<file path="src/rtl/tdec_pkg.sv">
package tdec_pkg;

    localparam int IR_W = 6;
    typedef logic [IR_W-1:0] op_t;

    // codes whose value the decoder relies on
    localparam op_t OP_EXT        = 6'b000000;
    localparam op_t OP_ARR_ADDR   = 6'b000001;
    localparam op_t OP_ARR_DATA   = 6'b000010;
    localparam op_t OP_ERASE_A    = 6'b000011;
    localparam op_t OP_ERASE_B    = 6'b000100;
    localparam op_t OP_WRITE_ARR  = 6'b000101;
    localparam op_t OP_WRITE_FUSE = 6'b000110;
    localparam op_t OP_BYPASS     = 6'b000111;
    localparam op_t OP_ARR_READ   = 6'b001000;
    localparam op_t OP_CFG_ADDR   = 6'b001010;
    localparam op_t OP_CFG_DATA   = 6'b001011;
    localparam op_t OP_ERASE_CFG  = 6'b001100;
    localparam op_t OP_WRITE_CFG  = 6'b001101;
    localparam op_t OP_CFG_READ   = 6'b001110;
    localparam op_t OP_ERASE_ALL  = 6'b010110;
    localparam op_t OP_SAFE       = 6'b010111;
    localparam op_t OP_PROG_ON    = 6'b011000;
    localparam op_t OP_IDENT      = 6'b011001;
    localparam op_t OP_PROG_OFF   = 6'b011010;
    localparam op_t OP_STATUS     = 6'b011011;
    localparam op_t OP_SAMPLE     = 6'b011100;
    localparam op_t OP_ERASE_SIG  = 6'b011101;
    localparam op_t OP_SIG_READ   = 6'b011110;
    localparam op_t OP_WRITE_SIG  = 6'b011111;

    localparam op_t IR_CAPTURE_PAT = 6'b000001;

    typedef enum logic [2:0] {
        SEL_BYPASS,
        SEL_IDCODE,
        SEL_STATUS,
        SEL_SIG,
        SEL_CADDR,
        SEL_CDATA,
        SEL_AADDR,
        SEL_ADATA
    } dsel_e;

    typedef enum logic [1:0] {
        IO_NORMAL,
        IO_SAFE,
        IO_PROG
    } iomode_e;

    function automatic dsel_e op_to_sel(op_t op);
        dsel_e s;
        if (op[IR_W-1]) begin
            s = SEL_BYPASS;
        end else begin
            case (op)
                OP_IDENT:                  s = SEL_IDCODE;
                OP_STATUS:                 s = SEL_STATUS;
                OP_SIG_READ:               s = SEL_SIG;
                OP_CFG_ADDR:               s = SEL_CADDR;
                OP_CFG_DATA, OP_CFG_READ:  s = SEL_CDATA;
                OP_ARR_ADDR:               s = SEL_AADDR;
                OP_ARR_DATA, OP_ARR_READ:  s = SEL_ADATA;
                default:                   s = SEL_BYPASS;
            endcase
        end
        return s;
    endfunction

    function automatic logic op_forces_safe(op_t op);
        logic f;
        case (op)
            OP_SAFE, OP_ERASE_A, OP_ERASE_B, OP_WRITE_ARR, OP_WRITE_FUSE,
            OP_ERASE_CFG, OP_WRITE_CFG, OP_ERASE_ALL, OP_ERASE_SIG,
            OP_WRITE_SIG:              f = 1'b1;
            default:                   f = 1'b0;
        endcase
        return f;
    endfunction

endpackage

</file>
<file path="src/rtl/tdec_ir.sv">
module tdec_ir
    import tdec_pkg::*;
(
    input  logic tck,
    input  logic trst_n,
    input  logic tlr,
    input  logic capture,
    input  logic shift,
    input  logic update,
    input  logic tdi,
    output logic ir_so,
    output op_t  op_pending,
    output op_t  op_active
);

    op_t sh_q;
    op_t act_q;

    always_ff @(posedge tck or negedge trst_n) begin
        if (!trst_n) begin
            sh_q <= IR_CAPTURE_PAT;
        end else if (tlr) begin
            sh_q <= IR_CAPTURE_PAT;
        end else if (capture) begin
            sh_q <= IR_CAPTURE_PAT;
        end else if (shift) begin
            sh_q <= {tdi, sh_q[IR_W-1:1]};
        end
    end

    always_ff @(posedge tck or negedge trst_n) begin
        if (!trst_n) begin
            act_q <= OP_IDENT;
        end else if (tlr) begin
            act_q <= OP_IDENT;
        end else if (update && !capture && !shift) begin
            act_q <= sh_q;
        end
    end

    assign ir_so      = sh_q[0];
    assign op_pending = sh_q;
    assign op_active  = act_q;

    a_r1_capture_pattern: assert property (@(posedge tck) disable iff (!trst_n)
        (capture && !tlr) |=> (op_pending == 6'b000001));

    a_r2_hold_until_update: assert property (@(posedge tck) disable iff (!trst_n)
        (!update && !tlr) |=> $stable(op_active));

    a_r3_reset_ident: assert property (@(posedge tck) disable iff (!trst_n)
        tlr |=> (op_active == OP_IDENT));

endmodule

</file>
<file path="src/rtl/tdec_mode.sv">
module tdec_mode
    import tdec_pkg::*;
(
    input  logic tck,
    input  logic trst_n,
    input  logic tlr,
    input  logic update,
    input  op_t  op_new,
    output logic safe_state,
    output logic prog_mode
);

    iomode_e st_q;
    iomode_e st_n;
    logic    go_prog;
    logic    go_off;
    logic    go_safe;

    assign go_prog = update && (op_new == OP_PROG_ON);
    assign go_off  = update && (op_new == OP_PROG_OFF);
    assign go_safe = update && op_forces_safe(op_new);

    always_comb begin
        st_n = st_q;
        unique case (st_q)
            IO_NORMAL: begin
                if (go_prog)      st_n = IO_PROG;
                else if (go_safe) st_n = IO_SAFE;
            end
            IO_SAFE: begin
                if (go_prog)      st_n = IO_PROG;
                else if (go_off)  st_n = IO_NORMAL;
            end
            IO_PROG: begin
                if (go_off)       st_n = IO_NORMAL;
            end
            default:              st_n = IO_NORMAL;
        endcase
    end

    always_ff @(posedge tck or negedge trst_n) begin
        if (!trst_n) begin
            st_q <= IO_NORMAL;
        end else if (tlr) begin
            st_q <= IO_NORMAL;
        end else begin
            st_q <= st_n;
        end
    end

    always_comb begin
        unique case (st_q)
            IO_SAFE: begin
                safe_state = 1'b1;
                prog_mode  = 1'b0;
            end
            IO_PROG: begin
                safe_state = 1'b1;
                prog_mode  = 1'b1;
            end
            default: begin
                safe_state = 1'b0;
                prog_mode  = 1'b0;
            end
        endcase
    end

    a_r11_prog_implies_safe: assert property (@(posedge tck) disable iff (!trst_n)
        prog_mode |-> safe_state);

    a_r9_safe_sticky: assert property (@(posedge tck) disable iff (!trst_n)
        (safe_state && !tlr && !(update && op_new == OP_PROG_OFF)) |=> safe_state);

    a_r8_prog_off_clears: assert property (@(posedge tck) disable iff (!trst_n)
        (update && !tlr && op_new == OP_PROG_OFF) |=> (!safe_state && !prog_mode));

    a_r3_reset_flags: assert property (@(posedge tck) disable iff (!trst_n)
        tlr |=> (!safe_state && !prog_mode));

endmodule

</file>
<file path="src/rtl/tdec_shreg.sv">
module tdec_shreg #(
    parameter int W    = 8,
    parameter bit HOLD = 1'b0
) (
    input  logic         tck,
    input  logic         trst_n,
    input  logic         clr,
    input  logic         en,
    input  logic         capture,
    input  logic         shift,
    input  logic         tdi,
    input  logic [W-1:0] cap_val,
    output logic         so
);

    logic [W-1:0] q;
    logic [W-1:0] load_v;

    assign load_v = HOLD ? q : cap_val;

    generate
        if (W == 1) begin : g_one
            always_ff @(posedge tck or negedge trst_n) begin
                if (!trst_n) begin
                    q <= '0;
                end else if (clr) begin
                    q <= '0;
                end else if (en && capture) begin
                    q <= load_v;
                end else if (en && shift) begin
                    q <= tdi;
                end
            end
        end else begin : g_many
            always_ff @(posedge tck or negedge trst_n) begin
                if (!trst_n) begin
                    q <= '0;
                end else if (clr) begin
                    q <= '0;
                end else if (en && capture) begin
                    q <= load_v;
                end else if (en && shift) begin
                    q <= {tdi, q[W-1:1]};
                end
            end
        end
    endgenerate

    assign so = q[0];

endmodule

</file>
<file path="src/rtl/tdec_dregs.sv">
module tdec_dregs
    import tdec_pkg::*;
#(
    parameter int          ID_W       = 32,
    parameter logic [31:0] IDCODE_VAL = 32'h1A2B_C043,
    parameter int          STAT_W     = 12,
    parameter int          SIG_W      = 16,
    parameter int          CADDR_W    = 4,
    parameter int          CDATA_W    = 41,
    parameter int          AADDR_W    = 75,
    parameter int          ADATA_W    = 81
) (
    input  logic              tck,
    input  logic              trst_n,
    input  logic              clr,
    input  dsel_e             sel,
    input  logic              capture,
    input  logic              shift,
    input  logic              tdi,
    input  logic [STAT_W-1:0] status_in,
    input  logic [SIG_W-1:0]  sig_in,
    output logic              so
);

    localparam logic [ID_W-1:0] ID_CAP = ID_W'(IDCODE_VAL);

    logic byp_so, id_so, stat_so, sig_so;
    logic caddr_so, cdata_so, aaddr_so, adata_so;

    tdec_shreg #(.W(1), .HOLD(1'b0)) u_byp (
        .tck(tck), .trst_n(trst_n), .clr(clr), .en(sel == SEL_BYPASS),
        .capture(capture), .shift(shift), .tdi(tdi),
        .cap_val(1'b0), .so(byp_so));

    tdec_shreg #(.W(ID_W), .HOLD(1'b0)) u_id (
        .tck(tck), .trst_n(trst_n), .clr(clr), .en(sel == SEL_IDCODE),
        .capture(capture), .shift(shift), .tdi(tdi),
        .cap_val(ID_CAP), .so(id_so));

    tdec_shreg #(.W(STAT_W), .HOLD(1'b0)) u_stat (
        .tck(tck), .trst_n(trst_n), .clr(clr), .en(sel == SEL_STATUS),
        .capture(capture), .shift(shift), .tdi(tdi),
        .cap_val(status_in), .so(stat_so));

    tdec_shreg #(.W(SIG_W), .HOLD(1'b0)) u_sig (
        .tck(tck), .trst_n(trst_n), .clr(clr), .en(sel == SEL_SIG),
        .capture(capture), .shift(shift), .tdi(tdi),
        .cap_val(sig_in), .so(sig_so));

    tdec_shreg #(.W(CADDR_W), .HOLD(1'b1)) u_caddr (
        .tck(tck), .trst_n(trst_n), .clr(clr), .en(sel == SEL_CADDR),
        .capture(capture), .shift(shift), .tdi(tdi),
        .cap_val('0), .so(caddr_so));

    tdec_shreg #(.W(CDATA_W), .HOLD(1'b1)) u_cdata (
        .tck(tck), .trst_n(trst_n), .clr(clr), .en(sel == SEL_CDATA),
        .capture(capture), .shift(shift), .tdi(tdi),
        .cap_val('0), .so(cdata_so));

    tdec_shreg #(.W(AADDR_W), .HOLD(1'b1)) u_aaddr (
        .tck(tck), .trst_n(trst_n), .clr(clr), .en(sel == SEL_AADDR),
        .capture(capture), .shift(shift), .tdi(tdi),
        .cap_val('0), .so(aaddr_so));

    tdec_shreg #(.W(ADATA_W), .HOLD(1'b1)) u_adata (
        .tck(tck), .trst_n(trst_n), .clr(clr), .en(sel == SEL_ADATA),
        .capture(capture), .shift(shift), .tdi(tdi),
        .cap_val('0), .so(adata_so));

    always_comb begin
        unique case (sel)
            SEL_IDCODE: so = id_so;
            SEL_STATUS: so = stat_so;
            SEL_SIG:    so = sig_so;
            SEL_CADDR:  so = caddr_so;
            SEL_CDATA:  so = cdata_so;
            SEL_AADDR:  so = aaddr_so;
            SEL_ADATA:  so = adata_so;
            default:    so = byp_so;
        endcase
    end

    a_r6_bypass_capture_zero: assert property (@(posedge tck) disable iff (!trst_n)
        (capture && !clr && sel == SEL_BYPASS) |=> !byp_so);

    a_r4_status_sampled: assert property (@(posedge tck) disable iff (!trst_n)
        (capture && !clr && sel == SEL_STATUS) |=> (stat_so == $past(status_in[0])));

endmodule

</file>
<file path="src/rtl/tap_instr_decoder.sv">
module tap_instr_decoder
    import tdec_pkg::*;
#(
    parameter int          ID_W       = 32,
    parameter logic [31:0] IDCODE_VAL = 32'h1A2B_C043,
    parameter int          STAT_W     = 12,
    parameter int          SIG_W      = 16,
    parameter int          CADDR_W    = 4,
    parameter int          CDATA_W    = 41,
    parameter int          AADDR_W    = 75,
    parameter int          ADATA_W    = 81
) (
    input  logic              tck,
    input  logic              trst_n,
    input  logic              tlr,
    input  logic              capture_ir,
    input  logic              shift_ir,
    input  logic              update_ir,
    input  logic              capture_dr,
    input  logic              shift_dr,
    input  logic              tdi,
    input  logic [STAT_W-1:0] status_in,
    input  logic [SIG_W-1:0]  sig_in,
    output logic              tdo,
    output logic              safe_state,
    output logic              prog_mode
);

    logic  ir_so;
    logic  dr_so;
    op_t   op_pending;
    op_t   op_active;
    dsel_e sel;

    tdec_ir u_ir (
        .tck(tck), .trst_n(trst_n), .tlr(tlr),
        .capture(capture_ir), .shift(shift_ir), .update(update_ir),
        .tdi(tdi), .ir_so(ir_so),
        .op_pending(op_pending), .op_active(op_active));

    assign sel = op_to_sel(op_active);

    tdec_mode u_mode (
        .tck(tck), .trst_n(trst_n), .tlr(tlr),
        .update(update_ir && !capture_ir && !shift_ir),
        .op_new(op_pending),
        .safe_state(safe_state), .prog_mode(prog_mode));

    tdec_dregs #(
        .ID_W(ID_W), .IDCODE_VAL(IDCODE_VAL), .STAT_W(STAT_W), .SIG_W(SIG_W),
        .CADDR_W(CADDR_W), .CDATA_W(CDATA_W), .AADDR_W(AADDR_W), .ADATA_W(ADATA_W)
    ) u_dregs (
        .tck(tck), .trst_n(trst_n), .clr(tlr), .sel(sel),
        .capture(capture_dr), .shift(shift_dr), .tdi(tdi),
        .status_in(status_in), .sig_in(sig_in), .so(dr_so));

    // output retimed on the falling edge
    always_ff @(negedge tck or negedge trst_n) begin
        if (!trst_n) begin
            tdo <= 1'b0;
        end else if (shift_ir) begin
            tdo <= ir_so;
        end else if (shift_dr) begin
            tdo <= dr_so;
        end else begin
            tdo <= 1'b0;
        end
    end

endmodule

</file>
<file path="config.mk">
export PLATFORM = sky130hd
export DESIGN_NAME = tap_instr_decoder
export DESIGN_NICKNAME = d
export VERILOG_FILES = /design/src/rtl/tdec_pkg.sv /design/src/rtl/tdec_ir.sv /design/src/rtl/tdec_mode.sv /design/src/rtl/tdec_shreg.sv /design/src/rtl/tdec_dregs.sv /design/src/rtl/tap_instr_decoder.sv
export SDC_FILE = /design/constraint.sdc
export NUM_CORES = 1
export LEC_CHECK = 0
export ABC_AREA = 1
export BUFFER_PORTS_ARGS = -buffer_cell sky130_fd_sc_hd__clkbuf_2
export CELL_PAD_IN_SITES_DETAIL_PLACEMENT = 0
export CELL_PAD_IN_SITES_GLOBAL_PLACEMENT = 1
export CORE_ASPECT_RATIO = 0.5
export CORE_MARGIN = 2
export CORE_UTILIZATION = 46
export DETAILED_ROUTE_END_ITERATION = 8
export GPL_ROUTABILITY_DRIVEN = 1
export PLACE_DENSITY_LB_ADDON = 0.1
export SETUP_SLACK_MARGIN = 0.1
export SLEW_MARGIN = 25
export SYNTH_ARGS = -nofsm -noshare
export SYNTH_HDL_FRONTEND = slang
export SYNTH_HIERARCHICAL = 1
export SYNTH_SLANG_ARGS = --single-unit
</file>
<file path="constraint.sdc">
create_clock -name tck -period 3.3 [get_ports tck]
set_input_delay 0.33 -clock tck [delete_from_list [all_inputs] [get_ports tck]]
set_output_delay 0.33 -clock tck [all_outputs]
set_load 0.03 [all_outputs]
</file>
==> flow_metrics.tcl <==
set metrics [dict create \
    dieArea_um2 32400 \
    synth_edf_count 0 \
    dieHeight_um 128 \
    hold_viol 0 \
    cts_made_buffers 27 \
    slowest_stage "dfstp_2" \
    crit_required_ps 2040 \
    antenna_found_initial 0 \
    postSynth.asyncResetShare_pct 100 \
    grt_start_max_net_pins 168 \
    wl_per_cell_um 11.6 \
    yosys_warnings 6 \
    syn-mean-instance-area_um2 7.28 \
    cts_sinks 277 \
    syn2layout_area_growth_pct 11.0 \
    cp_top_family "simple AND/OR/NAND/NOR gates" \
    final_antenna_net_count 0 \
    via_count 10962 \
    combPwrFrac_pct 7.1 \
    post-route-util_pct 51.9 \
    core_area_um2 30300 \
    multi_input_area_um2 5790 \
    cts_tree "built" \
    synthTopCellsByCount "nand2_1, dfrtp_1, inv_1" \
    synthFlopType "dfrtp_1" \
    cpPeakStageDelay_ps 530 \
    max_cap_violations 0 \
    numPortBuffers 39 \
    dr.pass1.iters 4 \
    routed_wl_um 28000 \
    violations "setup timing" \
    critical_path.cell_chain "inv_2, ha_4, inv_2, o21ai_2, nand3_1, nand2_2, buf_4, buf_4, buf_4, nor3_4, nand2_1, nand3_1, nand3_1, nand2_1" \
    syn_inst 1949 \
    grt_pass1_wl_um 49400 \
    dpl.cell_count 2363 \
    switchingPower_mw 1.72 \
    tightest_slew_ps 1020 \
    root_buffer "clkbuf_16" \
    initial_core_util_pct 46.8 \
    cp-startpoint "u_ir/op_active[0]$_DFFE_PN1P_" \
    seqPwrFrac_pct 47.9 \
    h-tree-depth 1 \
    start_kind "flop" \
    regArea_um2 6940 \
    clk_pin_slew_ps 70 \
    status "finished, violations left" \
    rsz0062_at_grt "true" \
    cp-end-kind "flop" \
    drc 0 \
    first_global_vias 10536 \
    worst-path-buf-inv 5 \
    worstPathMaxFanout 6 \
    nets 2044 \
    grt_usage_pct 18.0 \
    maxSlewHeadroom_pct 32.1 \
    ys_types 35 \
    drt-initial-drc-count 744 \
    setup_viol 1 \
    fillers 3140 \
    arrival_ps 2370 \
    gp_congestion 0.728 \
    rows 45 \
    fin_ws_ps -332 \
    diodes 0 \
    netlist_area_um2 14200 \
    boundaryPins 40 \
    clkPwrFrac_pct 45.0 \
    via_per_inst 4.53 \
    slew_violations 0 \
    placed_cell_area_um2 14700 \
    ys_ff_latch 277 \
    dp_slack_ps -357 \
    hpwlAfterDp_um 15800 \
    p_per_area_nw_per_um2 459 \
    min_path_type "input port to flop" \
    synth_area_leader_cell "dfrtp_1" \
    netSwitchingFraction_pct 23.8 \
    p_int_mw 5.51 \
    stdcell_area_um2 15700 \
    timing.rr.start "u_ir/op_active[0]$_DFFE_PN1P_" \
    synth_seq_area_share_pct 48.9 \
    ir_worst_vdd_uv 344 \
    timing_worst_setup_path_type "flop to flop" \
    synth.most_common_cell "nand2_1" \
    p_leak_nw 8.63 \
    stdcell_count 2418 \
    cts_buffer_depth 3 \
    synth_top_area_share_pct 48.0 \
    drive_gt1_share_pct 9.86 \
    grt_overflow 0 \
    finClkSkew_ps 13.7 \
    hp-start "status_in[4]" \
    synthTopCellsByArea "dfrtp_1, nand2_1, inv_1" \
    holdWs_ps 114 \
    worstSkewPairLatency_ps 540 \
    die_w_um 252 \
]
cell type report:
type | count | share of cell area (%)
multi-input cells | 1368 | 36.7
inverters | 234 | 5.64
clock buffers | 39 | 5.09
clock inverters | 11 | 0.898
well taps | 399 | 3.17
flip-flops and latches | 277 | 44.1
repair buffers | 90 | 4.39
cell usage in the layout (no fill, tap or decap), drive strengths merged:
master,n
nor3,7
clkbuf,75
ha,9
conb,33
bufinv,3
dfstp,4
nand4,10
o211ai,2
dfrtn,1
o21ai,8
inv,235
dlygate4sd3,1
nand3,154
buf,53
nand3b,1
a21oi,4
nand2,915
dfrtp,272
clkinv,7
nor2,225
timing repair:
item / in CTS / in global routing
pin swaps: 3 / 4
endpoints found under the setup margin: 1 / 1
gates resized for setup: 2 / 2
hold buffers: 1 / 0
setup buffers: 1 / 3
endpoints found under the hold margin: 45 / 0
flip-flops by register name, summed over array words and instances, names as in the netlist:
register                cells
u_dregs/u_adata/load_v     81
u_dregs/u_aaddr/load_v     75
u_dregs/u_cdata/load_v     41
u_dregs/u_id/q             32
u_dregs/u_sig/q            16
u_dregs/u_stat/q           12
u_ir/op_active              6
u_ir/op_pending             6
u_dregs/u_caddr/load_v      4
u_mode/st_q                 2
tdo                         1
u_dregs/u_byp/so            1
path summary, 6_finish.rpt:
check	end	slack [ps]	cells after the start
max in group asynchronous	u_dregs/u_cdata/load_v[18]$_DFFE_PN0P_	1390	4
setup / recovery	tdo$_DFF_NN0_	-330	14
hold reg to reg	u_dregs/u_id/q[24]$_DFFE_PN0P_	480	2
setup reg to reg	tdo$_DFF_NN0_	-330	14
min in group asynchronous	u_dregs/u_stat/q[10]$_DFFE_PN0P_	510	3
hold / removal	u_dregs/u_stat/q[4]$_DFFE_PN0P_	110	5
kinds of logic after synthesis:
kind of cell               synth area share, %
buffers and inverters                     11.5
adders and majority gates                0.794
DFF                                       48.9
and+or+nand+nor                           38.3
AOI/OAI and AO/OA                        0.555
other                                   0.0529
tightest hold or removal path, delay by kind of cell:
family                 cells  cell delay, ps
buffers and inverters      1              80
and+or+nand+nor            4             220
power groups by stage:
stage,clock network (mW),logic [mW],registers [mW]
after floorplan,0,0.329,3.52
after global placement,0,0.523,3.53
after detailed placement,0,0.523,3.53
after CTS,3.39,0.526,3.46
after global routing,3.52,0.587,3.46
final,3.25,0.512,3.46
per-layer routing:
layer	GRT usage, %	wire length [µm]	up-vias
met5	0	0	-
met4	2.92	406	0
met3	2.84	655	28
met2	30.9	12800	58
met1	24.7	14200	5036
li1	-	-	5840
per-stage QoR:
stage                     power (mW)  TNS, ps
after floorplan                 3.85     -261
after global placement          4.05     -374
after detailed placement        4.05     -357
after CTS                       7.38     -317
after global routing            7.57     -518
final                           7.22     -332
Power figures use the tool's default switching activity.
